## src/rtl/sdm_sinc3_decim.sv

```systemverilog
module sdm_sinc3_decim #(
  parameter int LOG2_M_SLOW = 7,
  parameter int LOG2_M_FAST = 6,
  parameter int OUT_W       = 16
) (
  input  logic                    clk,
  input  logic                    rst_n,
  input  logic                    start,
  input  logic                    m_sel,
  input  logic                    bit_in,
  input  logic signed [OUT_W-1:0] offset,
  output logic                    out_valid,
  output logic signed [OUT_W-1:0] out_data
);

  localparam int ACC_W  = 1 + 3 * LOG2_M_SLOW;
  localparam int CNT_W  = LOG2_M_SLOW;
  localparam int CEN_W  = ACC_W + 1;
  localparam int SUB_W  = (CEN_W > OUT_W ? CEN_W : OUT_W) + 1;
  localparam int SH_SLOW = 3 * LOG2_M_SLOW - OUT_W;
  localparam int SH_FAST = 3 * LOG2_M_FAST - OUT_W;
  localparam logic [CNT_W-1:0] LAST_SLOW = CNT_W'((1 << LOG2_M_SLOW) - 1);
  localparam logic [CNT_W-1:0] LAST_FAST = CNT_W'((1 << LOG2_M_FAST) - 1);
  localparam logic signed [CEN_W-1:0] MID_SLOW = CEN_W'(1) <<< (3 * LOG2_M_SLOW - 1);
  localparam logic signed [CEN_W-1:0] MID_FAST = CEN_W'(1) <<< (3 * LOG2_M_FAST - 1);
  localparam logic signed [SUB_W-1:0] MAXV = SUB_W'((1 << (OUT_W - 1)) - 1);
  localparam logic signed [SUB_W-1:0] MINV = -MAXV - SUB_W'(1);

  logic             running, m_lat;
  logic [CNT_W-1:0] cnt;
  logic [1:0]       settle;
  logic [ACC_W-1:0] i1, i2, i3, z1, z2, z3;
  logic [ACC_W-1:0] d1, d2, d3;
  logic             last, strobe;
  logic signed [CEN_W-1:0] centered, scaled;
  logic signed [SUB_W-1:0] corrected;
  logic signed [OUT_W-1:0] clipped;

  assign last   = m_lat ? (cnt == LAST_FAST) : (cnt == LAST_SLOW);
  assign strobe = running && last;

  assign d1 = i3 - z1;
  assign d2 = d1 - z2;
  assign d3 = d2 - z3;

  assign centered  = $signed({1'b0, d3}) - (m_lat ? MID_FAST : MID_SLOW);
  assign scaled    = m_lat ? (centered >>> SH_FAST) : (centered >>> SH_SLOW);
  assign corrected = SUB_W'(scaled) - SUB_W'(offset);

  always_comb begin
    if (corrected > MAXV)      clipped = MAXV[OUT_W-1:0];
    else if (corrected < MINV) clipped = MINV[OUT_W-1:0];
    else                       clipped = corrected[OUT_W-1:0];
  end

  always_ff @(posedge clk or negedge rst_n) begin
    if (!rst_n) begin
      running   <= 1'b0;
      m_lat     <= 1'b0;
      cnt       <= '0;
      settle    <= '0;
      i1        <= '0;
      i2        <= '0;
      i3        <= '0;
      z1        <= '0;
      z2        <= '0;
      z3        <= '0;
      out_valid <= 1'b0;
      out_data  <= '0;
    end else if (start) begin
      running   <= 1'b1;
      m_lat     <= m_sel;
      cnt       <= '0;
      settle    <= '0;
      i1        <= '0;
      i2        <= '0;
      i3        <= '0;
      z1        <= '0;
      z2        <= '0;
      z3        <= '0;
      out_valid <= 1'b0;
    end else begin
      out_valid <= 1'b0;
      if (running) begin
        i1  <= i1 + ACC_W'(bit_in);
        i2  <= i2 + i1;
        i3  <= i3 + i2;
        cnt <= last ? '0 : cnt + 1'b1;
      end
      if (strobe) begin
        z1 <= i3;
        z2 <= d1;
        z3 <= d2;
        if (settle == 2'd3) begin
          out_valid <= 1'b1;
          out_data  <= clipped;
        end else begin
          settle <= settle + 2'd1;
        end
      end
    end
  end

endmodule

```

## config.mk

```make
export PLATFORM = sky130hd
export DESIGN_NAME = sdm_sinc3_decim
export DESIGN_NICKNAME = d
export VERILOG_FILES = /design/src/rtl/sdm_sinc3_decim.sv
export SDC_FILE = /design/constraint.sdc
export NUM_CORES = 1
export LEC_CHECK = 0
export CAP_MARGIN = 15
export CORE_MARGIN = 1
export CORE_UTILIZATION = 45
export DETAILED_ROUTE_END_ITERATION = 6
export SETUP_SLACK_MARGIN = 0.5
export SLEW_MARGIN = 20
export SYNTH_ARGS = -nofsm -noshare
export SYNTH_HDL_FRONTEND = slang
export SYNTH_SLANG_ARGS = --single-unit
```

## constraint.sdc

```tcl
create_clock -name clk -period 8.7 [get_ports clk]
set_input_delay 1.74 -clock clk [delete_from_list [all_inputs] [get_ports clk]]
set_output_delay 1.74 -clock clk [all_outputs]
set_load 0.01 [all_outputs]
```

==> run metrics <==
post-place setup slack -0.406 ns; final setup fails 0; Final Instance Count excl. Fillers 2000; core area between 20000 and 30000 µm²; TritonCTS buffer count 17; DRT Pass-1 Iters 5; Final nets 1767; Tcrit/Tclk final 94.4%; Final Hold Fails 0; Initial DRC Count 692; Synth cell types 70; Startpoint Class flop; Post-DRT Antenna Nets 0; Area contributors post-synth dfrtp_1 31%, ha_1 13%, nand2_1 5.8%, a21oi_1 5.5%, xnor2_1 5.1%; Starting Density a little under half; number of global-route vias before repair 10200; critical path's slowest cell xnor3_1; syn avg cell area 8.33 µm²; commonest non-fill, non-tap cell in the layout nand2_1; critical path type flop to flop; GRT Util Overall around a fifth; Antenna Cells 0; vias per cell 5.44; #FFs+latches synth 160; layout cells sized above 1 12.1%; DP Area 13700 µm²; sequential fraction of the synthesis area 31.2%; Critical Path RT 9.05 ns; Syn-to-layout area delta 17.7%; Clock Path Buffers 2; Final Cell Area 15100 µm²; Worst-Skew Late Latency 0.43 ns; CP max stage delay between 0.4 and 0.5 ns; fin crit period 8.22 ns; synthesized area 12800 µm²; Cell Rows 61; # IOs 38; Max Clock Freq 122 MHz; Min-Delay Startpoint cnt[3]; Post-synth ARST share 100%; DP HPWL 20900 µm; CP arrival ~8.6 ns; post-placement cell count between 1500 and 2000; Die X approximately 170 µm; cts-stage hold buffer count 0; reg2reg start i3[0]; WL final 30200 µm; most frequent cells in the layout 195 x nand2_1, 158 x dfrtp_1, 155 x nor2_1; gp weighted congestion 0.874; pin count of the biggest net entering global routing 101; Synth top area share 31.2%; TNS Setup 0 ns; Slew @ Worst Pin 1.02 ns; post-synth top area cell dfrtp_1; Critical Path Source i3[0]; die height 171 µm; Multi-input gate area just under 9000 µm²; CTS tree yes; CTS Sinks 160; worst clock skew approximately 0.015 ns; Setup crit end kind flop; type of the tightest min-delay check flop to flop; final worst slack a little under 0.5 ns; fill cell count 2681; gr ovfl total 0; antenna violations before repair 0; global-route wire length before repair ~50000 µm; Seq. cell area 4010 µm²; Synth Flop Type dfrtp_1; CTS root buffer clkbuf_16; RSZ-0062 raised after global routing true; Die Area 29200 µm²; # port buffers 37; max_cap viols 0; status completed; Post-Synthesis Cells 1541; WL per Instance about 15 µm; Rel. slew slack 32.1%; Reg clk slew, reported paths 0.07 ns; via count approximately 11000; final-report max-slew violation count 0; DR DRC count 0; CP max FO 15; Post-synth EDFFs 0; Synth Warn # 0; H-tree depth 4; Post-Syn Nets 1699
## worst max-delay path, delay by kind of cell, from the launching register on
| family | cells | cell delay [ns] |
|---|---|---|
| AO/OA/AOI/OAI | 18 | 3.11 |
| XOR/XNOR | 2 | 0.67 |
| adder cells (fa/ha/maj) | 6 | 1.64 |
| buffers and inverters | 6 | 0.70 |
| flip-flops | 1 | 0.35 |
| multiplexers | 1 | 0.21 |
| AND/OR/NAND/NOR | 8 | 1.48 |
## path summary, 6_finish.rpt
kind                                end  slack, ns  cells past startpoint
max                        out_data[11]       0.48                     41
min                              cnt[3]       0.50                      1
max reg2reg                out_data[11]       0.48                     41
min reg2reg                      cnt[3]       0.50                      1
max in group asynchronous       running       5.83                      2
min in group asynchronous         z2[0]       1.41                      1
## flip-flops by register name (all words and copies together) (netlist names)
| register | cells |
|---|---|
| out_data | 16 |
| running | 1 |
| i2 | 22 |
| m_lat | 1 |
| z1 | 22 |
| cnt | 7 |
| z2 | 22 |
| i1 | 22 |
| i3 | 22 |
| out_valid | 1 |
| z3 | 22 |
| settle | 2 |
## through the flow
stage,util (%),hold WS [ns]
final,54.1,0.503
after global routing,54.1,0.521
after CTS,52.5,0.505
after detailed placement,48.9,0.489
after global placement,48.9,0.494
after floorplan,-,0.468
## cells in the mapped netlist (15+ instances only)
library cell	instances
a211oi_1	20
a21o_1	35
a21oi_1	140
clkbuf_1	41
dfrtp_1	160
ha_1	132
inv_1	113
mux2i_1	49
nand2_1	198
nand3_1	22
nor2_1	160
nor3_1	23
o21a_1	20
o21ai_0	71
o22ai_1	15
xnor2_1	75
xor2_1	48
## what timing repair did
| action | 4_1_cts | 5_1_grt |
|---|---|---|
| endpoints found under the setup margin | 16 | 16 |
| pin swaps | 22 | 31 |
| gates cloned | 1 | 0 |
| buffers inserted | 20 | 18 |
| resized for setup | 39 | 63 |
## metal layers
layer | up-vias | GRT usage [%] | routed length, µm
met5 | - | 0 | 0
met4 | 0 | 4.62 | 398
met3 | 29 | 3.19 | 731
met2 | 121 | 34.3 | 14000
met1 | 5222 | 29.4 | 15000
li1 | 5504 | - | -
## area by class of cell
type,instances,area share (%)
multi-input cells,1218,57.7
flip-flops and latches,160,26.5
repair buffers,98,5.71
well taps,378,3.13
clock buffers,18,2.91
inverters,114,2.83
clock inverters,14,1.18
## cell families (layout without fill, tap and decap cells)
kind of cell,after synthesis,after routing,share of synthesized area (%)
multiplexers,52,52,4.08
XOR/XNOR,126,126,8.94
AO/OA/AOI/OAI,399,399,19.9
AND/OR/NAND/NOR,504,504,17.5
adder cells (fa/ha/maj),137,137,13.6
buffers and inverters,163,244,4.79
flip-flops,160,160,31.2
Power is not shown: default switching activity piles up to over one toggle a cycle in this logic, so the estimate is an artifact.
